**config.mk**
```make
export PLATFORM = sky130hd
export DESIGN_NAME = keygate_top
export DESIGN_NICKNAME = d
export VERILOG_FILES = /design/src/rtl/keygate_pkg.sv /design/src/rtl/keygate_datapath.sv /design/src/rtl/keygate_ctrl.sv /design/src/rtl/keygate_top.sv
export SDC_FILE = /design/constraint.sdc
export NUM_CORES = 1
export LEC_CHECK = 0
export ABC_AREA = 1
export BUFFER_PORTS_ARGS = -buffer_cell sky130_fd_sc_hd__buf_2
export CORE_MARGIN = 3
export CORE_UTILIZATION = 63
export DETAILED_ROUTE_END_ITERATION = 12
export GPL_ROUTABILITY_DRIVEN = 0
export PLACE_DENSITY_LB_ADDON = 0.1
export SETUP_SLACK_MARGIN = 0.1
export SYNTH_ARGS = -nofsm -noshare
export SYNTH_HDL_FRONTEND = slang
export SYNTH_SLANG_ARGS = --single-unit
```
**constraint.sdc**
```tcl
create_clock -name clk -period 2.8 [get_ports clk]
set_input_delay 0.28 -clock clk [delete_from_list [all_inputs] [get_ports clk]]
set_output_delay 0.28 -clock clk [all_outputs]
set_load 0.01 [all_outputs]
```
**src/rtl/keygate_pkg.sv**
```systemverilog
`timescale 1ns/1ps
package keygate_pkg;

  typedef enum logic [2:0] {
    ST_SETTLE,
    ST_IDLE,
    ST_START,
    ST_DATA,
    ST_STOP,
    ST_GAP,
    ST_ECHO,
    ST_DONE
  } gateState_t;

  // strobes from control to datapath
  typedef struct packed {
    logic clrTick;
    logic clrBit;
    logic incBit;
    logic loadKey;
    logic shiftIn;
    logic checkByte;
    logic loadTx;
    logic shiftTx;
  } gateCmd_t;

endpackage

```
**src/rtl/keygate_datapath.sv**
```systemverilog
`timescale 1ns/1ps
module keygate_datapath
  import keygate_pkg::*;
#(
  parameter int KEY_BYTES     = 8,
  parameter int SETTLE_CYCLES = 4128,
  parameter int TICK_W        = 6,
  parameter int BIT_W         = 4
) (
  input  logic                   clk,
  input  logic                   porN,
  input  logic                   bitTick,
  input  logic                   lineIn,
  input  logic [KEY_BYTES*8-1:0] keyVec,
  input  gateCmd_t               cmd,
  output logic [TICK_W-1:0]      tickCnt,
  output logic [BIT_W-1:0]       bitCnt,
  output logic                   settleDone,
  output logic                   keyDone,
  output logic                   txBit,
  output logic                   unlocked
);

  localparam int IDX_W    = $clog2(KEY_BYTES + 1);
  localparam int SETTLE_W = $clog2(SETTLE_CYCLES + 1);
  localparam int TX_W     = 10;

  logic [SETTLE_W-1:0]          settleCnt;
  logic [KEY_BYTES-1:0][7:0]    keyReg;
  logic [7:0]                   rxShift;
  logic [TX_W-1:0]              txShift;
  logic [IDX_W-1:0]             byteIdx;
  logic                         failFlag;
  logic [KEY_BYTES-1:0]         matchVec;
  logic                         byteMatch;
  logic                         badByte;

  // settling interval counted in oscillator cycles, POR only
  assign settleDone = (settleCnt == SETTLE_W'(SETTLE_CYCLES));

  always_ff @(posedge clk or negedge porN) begin
    if (!porN) settleCnt <= '0;
    else if (!settleDone) settleCnt <= settleCnt + 1'b1;
  end

  // oversample tick counter
  always_ff @(posedge clk or negedge porN) begin
    if (!porN) tickCnt <= '0;
    else if (cmd.clrTick) tickCnt <= '0;
    else if (bitTick) tickCnt <= tickCnt + 1'b1;
  end

  // bit position within a frame
  always_ff @(posedge clk or negedge porN) begin
    if (!porN) bitCnt <= '0;
    else if (cmd.clrBit) bitCnt <= '0;
    else if (cmd.incBit) bitCnt <= bitCnt + 1'b1;
  end

  // key snapshot taken once when the receiver arms
  always_ff @(posedge clk or negedge porN) begin
    if (!porN) keyReg <= '0;
    else if (cmd.loadKey) keyReg <= keyVec;
  end

  // receive shifter, LSB first
  always_ff @(posedge clk or negedge porN) begin
    if (!porN) rxShift <= '0;
    else if (cmd.shiftIn) rxShift <= {lineIn, rxShift[7:1]};
  end

  // per-position compare, one slot selected by the byte index
  for (genvar g = 0; g < KEY_BYTES; g++) begin : g_match
    assign matchVec[g] = (byteIdx == IDX_W'(g)) && (keyReg[g] == rxShift);
  end
  assign byteMatch = |matchVec;
  assign badByte   = !byteMatch || !lineIn;  // lineIn is the stop bit here
  assign keyDone   = (byteIdx == IDX_W'(KEY_BYTES));

  always_ff @(posedge clk or negedge porN) begin
    if (!porN) begin
      byteIdx  <= '0;
      failFlag <= 1'b0;
      unlocked <= 1'b0;
    end else if (cmd.checkByte) begin
      byteIdx  <= byteIdx + 1'b1;
      failFlag <= failFlag | badByte;
      if (byteIdx == IDX_W'(KEY_BYTES - 1) && !failFlag && !badByte)
        unlocked <= 1'b1;
    end
  end

  // transmit shifter: stop, data, start; shifts ones in behind
  always_ff @(posedge clk or negedge porN) begin
    if (!porN) txShift <= '1;
    else if (cmd.loadTx) txShift <= {1'b1, rxShift, 1'b0};
    else if (cmd.shiftTx) txShift <= {1'b1, txShift[TX_W-1:1]};
  end
  assign txBit = txShift[0];


  unlock_sticky_chk: assert property (@(posedge clk) disable iff (!porN)
    !$fell(unlocked));


  fail_sticky_chk: assert property (@(posedge clk) disable iff (!porN)
    !$fell(failFlag));


  unlock_clean_last_chk: assert property (@(posedge clk) disable iff (!porN)
    $rose(unlocked) |-> (keyDone && !failFlag));


  byte_bound_chk: assert property (@(posedge clk) disable iff (!porN)
    byteIdx <= IDX_W'(KEY_BYTES));

endmodule

```
**src/rtl/keygate_ctrl.sv**
```systemverilog
`timescale 1ns/1ps
module keygate_ctrl
  import keygate_pkg::*;
#(
  parameter int OVERSAMPLE      = 16,
  parameter int ECHO_DELAY_BITS = 2,
  parameter int TICK_W          = 6,
  parameter int BIT_W           = 4
) (
  input  logic              clk,
  input  logic              porN,
  input  logic              rstN,
  input  logic              bitTick,
  input  logic              lineIn,
  input  logic [TICK_W-1:0] tickCnt,
  input  logic [BIT_W-1:0]  bitCnt,
  input  logic              settleDone,
  input  logic              keyDone,
  output gateCmd_t          cmd,
  output logic              echoActive
);

  localparam int HALF_TICKS = OVERSAMPLE / 2;
  localparam int GAP_TICKS  = HALF_TICKS + ECHO_DELAY_BITS * OVERSAMPLE;
  localparam int DATA_BITS  = 8;
  localparam int FRAME_BITS = DATA_BITS + 2;

  gateState_t state, nextState;
  logic atHalf, atFull, atGap;

  assign atHalf = bitTick && (tickCnt == TICK_W'(HALF_TICKS - 1));
  assign atFull = bitTick && (tickCnt == TICK_W'(OVERSAMPLE - 1));
  assign atGap  = bitTick && (tickCnt == TICK_W'(GAP_TICKS - 1));

  always_ff @(posedge clk or negedge porN) begin
    if (!porN) state <= ST_SETTLE;
    else if (!rstN) state <= ST_DONE;   // window closes, flag untouched
    else state <= nextState;
  end

  always_comb begin
    nextState  = state;
    cmd        = '0;
    echoActive = 1'b0;
    case (state)
      ST_SETTLE: if (settleDone) begin
        cmd.loadKey = 1'b1;
        nextState   = ST_IDLE;
      end
      ST_IDLE: if (bitTick && !lineIn) begin
        cmd.clrTick = 1'b1;
        nextState   = ST_START;
      end
      ST_START: if (atHalf) begin
        cmd.clrTick = 1'b1;
        cmd.clrBit  = 1'b1;
        nextState   = lineIn ? ST_IDLE : ST_DATA;
      end
      ST_DATA: if (atFull) begin
        cmd.clrTick = 1'b1;
        cmd.shiftIn = 1'b1;
        cmd.incBit  = 1'b1;
        if (bitCnt == BIT_W'(DATA_BITS - 1)) nextState = ST_STOP;
      end
      ST_STOP: if (atFull) begin
        cmd.clrTick   = 1'b1;
        cmd.checkByte = 1'b1;
        nextState     = ST_GAP;
      end
      ST_GAP: if (atGap) begin
        cmd.clrTick = 1'b1;
        cmd.clrBit  = 1'b1;
        cmd.loadTx  = 1'b1;
        nextState   = ST_ECHO;
      end
      ST_ECHO: begin
        echoActive = 1'b1;
        if (atFull) begin
          cmd.clrTick = 1'b1;
          cmd.shiftTx = 1'b1;
          cmd.incBit  = 1'b1;
          if (bitCnt == BIT_W'(FRAME_BITS - 1))
            nextState = keyDone ? ST_DONE : ST_IDLE;
        end
      end
      ST_DONE: nextState = ST_DONE;
      default: nextState = ST_DONE;
    endcase
  end


  armed_after_settle_chk: assert property (@(posedge clk) disable iff (!porN)
    (state inside {ST_IDLE, ST_START, ST_DATA, ST_STOP, ST_GAP, ST_ECHO}) |-> settleDone);

endmodule

```
**src/rtl/keygate_top.sv**
```systemverilog
`timescale 1ns/1ps
module keygate_top
  import keygate_pkg::*;
#(
  parameter int KEY_BYTES       = 8,
  parameter int SETTLE_CYCLES   = 4128,
  parameter int OVERSAMPLE      = 16,
  parameter int ECHO_DELAY_BITS = 2
) (
  input  logic                   clk,
  input  logic                   porN,
  input  logic                   rstN,
  input  logic                   bitTick,
  input  logic                   lineIn,
  input  logic [KEY_BYTES*8-1:0] keyVec,
  output logic                   lineOe,
  output logic                   lineOut,
  output logic                   unlocked
);

  localparam int GAP_TICKS = OVERSAMPLE / 2 + ECHO_DELAY_BITS * OVERSAMPLE;
  localparam int TICK_W    = $clog2(GAP_TICKS + 1);
  localparam int BIT_W     = $clog2(10 + 1);

  gateCmd_t          cmd;
  logic [TICK_W-1:0] tickCnt;
  logic [BIT_W-1:0]  bitCnt;
  logic              settleDone, keyDone, txBit, echoActive;

  keygate_ctrl #(
    .OVERSAMPLE(OVERSAMPLE), .ECHO_DELAY_BITS(ECHO_DELAY_BITS),
    .TICK_W(TICK_W), .BIT_W(BIT_W)
  ) i_ctrl (
    .clk(clk), .porN(porN), .rstN(rstN), .bitTick(bitTick), .lineIn(lineIn),
    .tickCnt(tickCnt), .bitCnt(bitCnt), .settleDone(settleDone),
    .keyDone(keyDone), .cmd(cmd), .echoActive(echoActive)
  );

  keygate_datapath #(
    .KEY_BYTES(KEY_BYTES), .SETTLE_CYCLES(SETTLE_CYCLES),
    .TICK_W(TICK_W), .BIT_W(BIT_W)
  ) i_datapath (
    .clk(clk), .porN(porN), .bitTick(bitTick), .lineIn(lineIn), .keyVec(keyVec),
    .cmd(cmd), .tickCnt(tickCnt), .bitCnt(bitCnt), .settleDone(settleDone),
    .keyDone(keyDone), .txBit(txBit), .unlocked(unlocked)
  );

  assign lineOe  = echoActive;
  assign lineOut = echoActive ? txBit : 1'b1;


  echo_start_low_chk: assert property (@(posedge clk) disable iff (!porN)
    $rose(lineOe) |-> !lineOut);


  echo_bit_hold_chk: assert property (@(posedge clk) disable iff (!porN)
    (lineOe && $past(lineOe) && !$past(bitTick)) |-> $stable(lineOut));

endmodule

```
==> results of run 1 <==
[worst paths after layout]
path | from | endpoint | depth (start not counted)
max | i_datapath.settleCnt[0] | i_datapath.keyReg[0] | 7
min | keyVec[55] | i_datapath.keyReg[55] | 2
max reg2reg | i_datapath.settleCnt[0] | i_datapath.keyReg[0] | 7
min reg2reg | i_datapath.unlocked | i_datapath.unlocked | 2
max in group asynchronous | porN | i_datapath.keyReg[15] | 3
min in group asynchronous | porN | i_datapath.bitCnt[2] | 2
[worst max-delay path, cell delays in order (launching register included)]
cell and delay, ps:
sky130_fd_sc_hd__dfrtp_1 440, sky130_fd_sc_hd__inv_1 70, sky130_fd_sc_hd__ha_1 200, sky130_fd_sc_hd__nand2_1 60, sky130_fd_sc_hd__nor3_1 70, sky130_fd_sc_hd__nand3_4 90, sky130_fd_sc_hd__buf_4 810, sky130_fd_sc_hd__mux2_2 420
[per-layer routing]
metal / vias to the layer above / wire length [microns]
li1: 2274 / -
met1: 2299 / 5940
met2: 125 / 7330
met3: 28 / 702
met4: 0 / 354
met5: - / 0
[cells by family (layout without fill, tap and decap cells)]
| group | after synthesis | after routing | synth area share (%) |
|---|---|---|---|
| and+or+nand+nor | 249 | 249 | 17.1 |
| DFF | 113 | 113 | 46.3 |
| buffers and inverters | 82 | 230 | 6.00 |
| muxes | 65 | 65 | 15.6 |
| xor gates and xnor gates | 63 | 63 | 9.01 |
| AOI/OAI and AO/OA | 44 | 44 | 4.13 |
| adders and majority gates | 9 | 9 | 1.84 |
[metrics by stage]
step	hold WS, ps	worst slack [ps]
3_5_place_dp	310	489
5_1_grt	0.694	283
3_3_place_gp	305	556
6_report	3.16	447
4_1_cts	0.981	443
2_1_floorplan	-15.6	1060
[power by group]
part	total (mW)	internal (mW)	switching, mW
Clock	1.94	1.17	0.765
Combinational	0.856	0.395	0.461
Sequential	2.01	1.83	0.184
[cells in the mapped netlist (all sizes together)]
cell / n
a21o: 1
a21oi: 13
buf: 16
clkbuf: 1
clkinv: 1
dfrtp: 104
dfstp: 9
ha: 9
inv: 64
mux2: 64
mux2i: 1
nand2: 136
nand3: 25
nand3b: 2
nand4: 7
nor2: 68
nor3: 7
nor4: 1
o211ai: 2
o21ai: 23
o221ai: 3
o311ai: 1
o31ai: 1
or2: 3
xnor2: 39
xor2: 24
[timing repair]
action                                  4_1_cts  5_1_grt
endpoints found under the setup margin        0        0
hold buffers                                 52        6
endpoints found under the hold margin        86        6
[registers in the layout, summed over array words and instances, names as in the netlist]
name	flops
i_datapath.keyReg	64
i_datapath.settleCnt	13
i_datapath.txShift	9
i_datapath.rxShift	8
i_datapath.tickCnt	6
i_datapath.bitCnt	4
i_datapath.byteIdx	4
i_ctrl.state	3
i_datapath.failFlag	1
i_datapath.unlocked	1
[area by class of cell]
class / count / share of cell area [%]
Multi-Input combinational cell: 430 / 38.0
Sequential cell: 113 / 37.0
Timing Repair Buffer: 133 / 12.8
Clock buffer: 19 / 5.49
Inverter: 65 / 3.18
Tap cell: 129 / 2.10
Clock inverter: 13 / 1.50
==> summary.json, run 1 <==
{
  "outcome": "finished clean",
  "syn_area_sq_mm": 0.00613,
  "crit_type": "reg2reg",
  "fin_util_pct": 82.4,
  "synthDominantAreaCellType": "sky130_fd_sc_hd__dfrtp_1",
  "globalRouteOverflowTotal": 0,
  "yosys_reg_bits": 113,
  "stdcell_area_sq_mm": 0.00768,
  "antenna_found_initial": 0,
  "layout.filler_cells": 575,
  "power_mw": 4.80,
  "setup_viol_count_final": 0,
  "ir_worst_vdd_mv": 0.444,
  "regArea_sq_mm": 0.00284,
  "slew_headroom_pct": 22.2,
  "grt_most_used_layer": "met2",
  "drt-wirelength-per-cell_microns": 15.9,
  "layout_common_cells": "sky130_fd_sc_hd__nand2_1, sky130_fd_sc_hd__dfrtp_1, sky130_fd_sc_hd__buf_2",
  "worstMarginPinSlew_ps": 1170,
  "clkLatencyLatePin_ps": 520,
  "die_w_microns": 105,
  "slew_violations": 0,
  "design.final.nets": 838,
  "synthesis.instances": 625,
  "grt_setup_unrepaired": "false",
  "detail_route.first_pass.iterations": 4,
  "most_common_cell_after_layout_fill_and_taps_aside": "sky130_fd_sc_hd__nand2_1",
  "netlist.area_leader.share_pct": 42.5,
  "tritoncts": "yes",
  "n_diodes": 0,
  "floorplan.core_area_sq_mm": 0.00933,
  "power_density_mw_per_mm2": 625,
  "cts-htree-levels": 4,
  "drt_first_iter_violations": 222,
  "setup_total_negative_slack_ps": 0,
  "period_share_pct": 84.0,
  "portBuffers": 71,
  "max-cap-violations": 0,
  "postSynthAreaPerCell_sq_um": 9.80,
  "antenna_left": 0,
  "critical_path.startpoint_type": "flip-flop",
  "globalRouteMet2Util_pct": 47.5,
  "drt-total-wl_microns": 14300,
  "cts_setup_buffers": 0,
  "arrival_ps": 2750,
  "dp.final_hpwl_microns": 8920,
  "rows": 35,
  "post_layout_nonfiller_instances": 902,
  "drc": 0,
  "pin_count_of_the_biggest_net_entering_global_routing": 65,
  "final-hold-violation-count": 0,
  "place.detailed.instances": 812,
  "clkTransAtPathRegs_ps": 60,
  "grt_first_pass_wirelength_microns": 23900,
  "top_fanout_value_on_the_critical_path": 64,
  "fmax_ghz": 0.425,
  "numClockSinks": 113,
  "cts_root_cell": "sky130_fd_sc_hd__clkbuf_8",
  "met3_track_demand_over_resource_in_global_routing_pct": 6.55,
  "resized_gates_after_cts": 0,
  "layout_min_cycle_time_ps": 2350,
  "cts_made_buffers": 17,
  "leakage_nw": 3.83,
  "area_delta_synth_final_pct": 25.4,
  "yosys_warns": 0,
  "synth_seq_area_share_pct": 46.3,
  "vias_in_the_first_global_route": 5018,
  "finClkSkew_ps": 8.84,
  "global_route.usage.met1_pct": 33.7,
  "synth_nets": 703,
  "die_area_sq_mm": 0.0109,
  "multi_input_comb_area_sq_mm": 0.00292,
  "drive_above_1_share_pct": 25.0,
  "floorplan.io_pins": 72,
  "die_y_microns": 105,
  "detailroute.via_count": 4726,
  "global_router_s_overall_resource_usage_pct": 27.4,
  "setup.reg_to_reg.worst_slack_ps": 450,
  "synth_cell_types": 35,
  "worst_hold_path_type": "in2reg",
  "drt-vias-per-instance": 5.24,
  "placed_area_sq_mm": 0.00657,
  "required_time_of_the_worst_setup_path_ps": 3200,
  "start_util_pct": 65.7,
  "worstSetupEndpointType": "flip-flop",
  "cts_max_path_buffers": 2,
  "post_synth_main_area_contributors": "sky130_fd_sc_hd__dfrtp_1, sky130_fd_sc_hd__mux2_4, sky130_fd_sc_hd__nand2_1, sky130_fd_sc_hd__xnor2_1, sky130_fd_sc_hd__dfstp_2"
}
Power figures use the tool's default switching activity.
==> run 2, diff against run 1 <==
--- a/config.mk
+++ b/config.mk
@@ -8,7 +8,7 @@
 export ABC_AREA = 1
 export BUFFER_PORTS_ARGS = -buffer_cell sky130_fd_sc_hd__buf_2
 export CORE_MARGIN = 3
-export CORE_UTILIZATION = 63
+export CORE_UTILIZATION = 59
 export DETAILED_ROUTE_END_ITERATION = 12
 export GPL_ROUTABILITY_DRIVEN = 0
 export PLACE_DENSITY_LB_ADDON = 0.1
==> constraint.sdc (replaced) <==
create_clock -name clk -period 2.3 [get_ports clk]
set_input_delay 0.23 -clock clk [delete_from_list [all_inputs] [get_ports clk]]
set_output_delay 0.23 -clock clk [all_outputs]
set_load 0.01 [all_outputs]
==> summary.json, run 2 (synthesis gave the netlist of run 1 again) <==
{
  "max-cap-violations": {"value": 0, "change": "unchanged"},
  "startpoint": {"value": "i_datapath.settleCnt[0]", "change": "unchanged"},
  "drt-wirelength-per-cell": {"value": 15.8, "unit": "microns", "change": "was 15.9 microns"},
  "n_diodes": {"value": 0, "change": "unchanged"},
  "fmax": {"value": 0.514, "unit": "GHz", "change": "was 0.425 GHz"},
  "cts_max_path_buffers": {"value": 2, "change": "unchanged"},
  "rows": {"value": 36, "change": "was 35"},
  "grt_setup_unrepaired": {"value": "false", "change": "unchanged"},
  "finClkSkew": {"value": 6.62, "unit": "ps", "change": "was 8.84 ps"},
  "setup.reg_to_reg.worst_slack": {"value": 350, "unit": "ps", "change": "was 450 ps"},
  "clkTransAtPathRegs": {"value": 50, "unit": "ps", "change": "was 60 ps"},
  "vias_in_the_first_global_route": {"value": 5011, "change": "was 5018"},
  "die_y": {"value": 108, "unit": "microns", "change": "was 105 microns"},
  "grt_first_pass_wirelength": {"value": 24800, "unit": "microns", "change": "was 23900 microns"},
  "tritoncts": {"value": "yes", "change": "unchanged"},
  "worst_r2r_endpoint": {"value": "i_datapath.keyReg[28]", "change": "was i_datapath.keyReg[0]"},
  "globalRouteOverflowTotal": {"value": 0, "change": "unchanged"},
  "floorplan.core_area": {"value": 0.00995, "unit": "sq mm", "change": "was 0.00933 sq mm"},
  "worstHoldStart": {"value": "lineIn", "change": "was keyVec[55]"},
  "area_delta_synth_final": {"value": 28.5, "unit": "%", "change": "was 25.4%"},
  "numClockSinks": {"value": 113, "change": "unchanged"},
  "largest_registers": {"value": "i_datapath.keyReg: 64 flops, i_datapath.settleCnt: 13 flops, i_datapath.txShift: 9 flops", "change": "unchanged"},
  "holdPathStages": {"value": 4, "change": "was 2"},
  "critical_path.startpoint_type": {"value": "flip-flop", "change": "unchanged"},
  "power_density": {"value": 778, "unit": "mW/mm^2", "change": "was 625 mW/mm^2"},
  "drt_first_iter_violations": {"value": 275, "change": "was 222"},
  "setup_total_negative_slack": {"value": 0, "unit": "ps", "change": "unchanged"},
  "largest_register": {"value": "i_datapath.keyReg", "change": "unchanged"},
  "resized_gates_after_cts": {"value": 0, "change": "unchanged"},
  "largest_register_ff_count": {"value": 64, "change": "unchanged"},
  "ir_worst_vdd": {"value": 0.581, "unit": "mV", "change": "was 0.444 mV"},
  "most_common_cell_after_layout_fill_and_taps_aside": {"value": "sky130_fd_sc_hd__nand2_1", "change": "unchanged"},
  "global_router_s_overall_resource_usage": {"value": 27.7, "unit": "%", "change": "was 27.4%"},
  "layout_min_cycle_time": {"value": 1950, "unit": "ps", "change": "was 2350 ps"},
  "drt-total-wl": {"value": 14600, "unit": "microns", "change": "was 14300 microns"},
  "detail_route.first_pass.iterations": {"value": 5, "change": "was 4"},
  "drive_above_1_share": {"value": 25.3, "unit": "%", "change": "was 25.0%"},
  "top_fanout_value_on_the_critical_path": {"value": 64, "change": "unchanged"},
  "leakage": {"value": 3.92, "unit": "nW", "change": "was 3.83 nW"},
  "cts-htree-levels": {"value": 4, "change": "unchanged"},
  "required_time_of_the_worst_setup_path": {"value": 2700, "unit": "ps", "change": "was 3200 ps"},
  "slew_headroom": {"value": 57.9, "unit": "%", "change": "was 22.2%"},
  "setup_viol_count_final": {"value": 0, "change": "unchanged"},
  "timing.reg2reg.worst_path_depth": {"value": 7, "change": "unchanged"},
  "drt-vias-per-instance": {"value": 5.15, "change": "was 5.24"},
  "crit_type": {"value": "reg2reg", "change": "unchanged"},
  "antenna_found_initial": {"value": 0, "change": "unchanged"},
  "portBuffers": {"value": 71, "change": "unchanged"},
  "die_w": {"value": 108, "unit": "microns", "change": "was 105 microns"},
  "detailroute.via_count": {"value": 4740, "change": "was 4726"},
  "fin_util": {"value": 79.1, "unit": "%", "change": "was 82.4%"},
  "cts_made_buffers": {"value": 17, "change": "unchanged"},
  "clkLatencyLatePin": {"value": 520, "unit": "ps", "change": "about the same"},
  "antenna_left": {"value": 0, "change": "unchanged"},
  "drc": {"value": 0, "change": "unchanged"},
  "regToRegStartpoint": {"value": "i_datapath.settleCnt[0]", "change": "unchanged"},
  "worst_hold_path_type": {"value": "in2reg", "change": "unchanged"},
  "layout_common_cells": {"value": "sky130_fd_sc_hd__nand2_1, sky130_fd_sc_hd__dfrtp_1, sky130_fd_sc_hd__buf_2", "change": "unchanged"},
  "arrival": {"value": 2350, "unit": "ps", "change": "was 2750 ps"},
  "worstMarginPinSlew": {"value": 631, "unit": "ps", "change": "was 1170 ps"},
  "outcome": {"value": "finished clean", "change": "unchanged"},
  "slew_violations": {"value": 0, "change": "unchanged"},
  "design.final.nets": {"value": 853, "change": "was 838"},
  "period_share": {"value": 84.6, "unit": "%", "change": "was 84.0%"},
  "dp.final_hpwl": {"value": 9290, "unit": "microns", "change": "was 8920 microns"},
  "start_util": {"value": 61.6, "unit": "%", "change": "was 65.7%"},
  "worstSetupEndpointType": {"value": "flip-flop", "change": "unchanged"},
  "cts_root_cell": {"value": "sky130_fd_sc_hd__clkbuf_8", "change": "unchanged"},
  "final-hold-violation-count": {"value": 0, "change": "unchanged"},
  "hold-path-endpoint": {"value": "i_datapath.failFlag", "change": "was i_datapath.keyReg[55]"},
  "die_area": {"value": 0.0116, "unit": "sq mm", "change": "was 0.0109 sq mm"},
  "pin_count_of_the_biggest_net_entering_global_routing": {"value": 65, "change": "unchanged"},
  "floorplan.io_pins": {"value": 72, "change": "unchanged"}
}
## run 2: routing by layer
metal | track usage [%] | vias to the layer above | part of all wire [%]
met2 | 46.4 | 127 | 50
met1 | 35.7 | 2293 | 43
met5 | 0 | - | 0
met4 | 8.66 | 0 | 1.6
li1 | - | 2299 | -
met3 | 6.30 | 21 | 4.4
## run 2: metrics by stage
step	total power [mW]	instance area, sq um	setup slack [ps]	hold WS (ps)	cells
after detailed placement	3.45	6640	379	205	824
after global routing	6.43	7870	145	24.1	921
final	6.12	7870	354	25.4	921
after CTS	6.13	7870	345	8.48	921
after floorplan	3.12	6130	557	-65.6	625
after global placement	3.40	6640	460	210	824
## run 2: cell type report
type | count | area (sq um)
Clock buffer | 22 | 443
Tap cell | 133 | 166
Timing Repair Buffer | 148 | 1120
Multi-Input combinational cell | 430 | 2920
Inverter | 65 | 244
Sequential cell | 113 | 2840
Clock inverter | 10 | 135
Fill cell | 636 | 2080
## run 2: how the worst max path moves through the flow
stage / depth (start not counted) / endpoint / slack (ps)
after global placement: 7 / i_datapath.keyReg[48] / 460
after floorplan: 7 / i_datapath.keyReg[10] / 560
after CTS: 10 / i_datapath.tickCnt[3] / 350
after detailed placement: 10 / i_datapath.tickCnt[4] / 380
final: 7 / i_datapath.keyReg[28] / 350
after global routing: 10 / i_datapath.tickCnt[3] / 140
## run 2: worst max-delay path: stages, from the launching register on
cell                      delay (ps)
sky130_fd_sc_hd__dfrtp_1         420
sky130_fd_sc_hd__inv_1            80
sky130_fd_sc_hd__ha_1            150
sky130_fd_sc_hd__nand2_1          50
sky130_fd_sc_hd__nor3_1          320
sky130_fd_sc_hd__nand3_4         120
sky130_fd_sc_hd__buf_12          240
sky130_fd_sc_hd__mux2_4          360
## run 2: report_power, final
part           leakage, nW  internal [mW]  switching (mW)
clock                0.283           1.67           0.909
sequential            1.34           2.22           0.201
combinational         2.30          0.502           0.615
total                 3.92           4.40            1.72
## run 2: timing repair
| item | in CTS | in global routing |
|---|---|---|
| hold endpoints to repair | 95 | 0 |
| hold buffers | 65 | 0 |
| setup buffers | 0 | 0 |
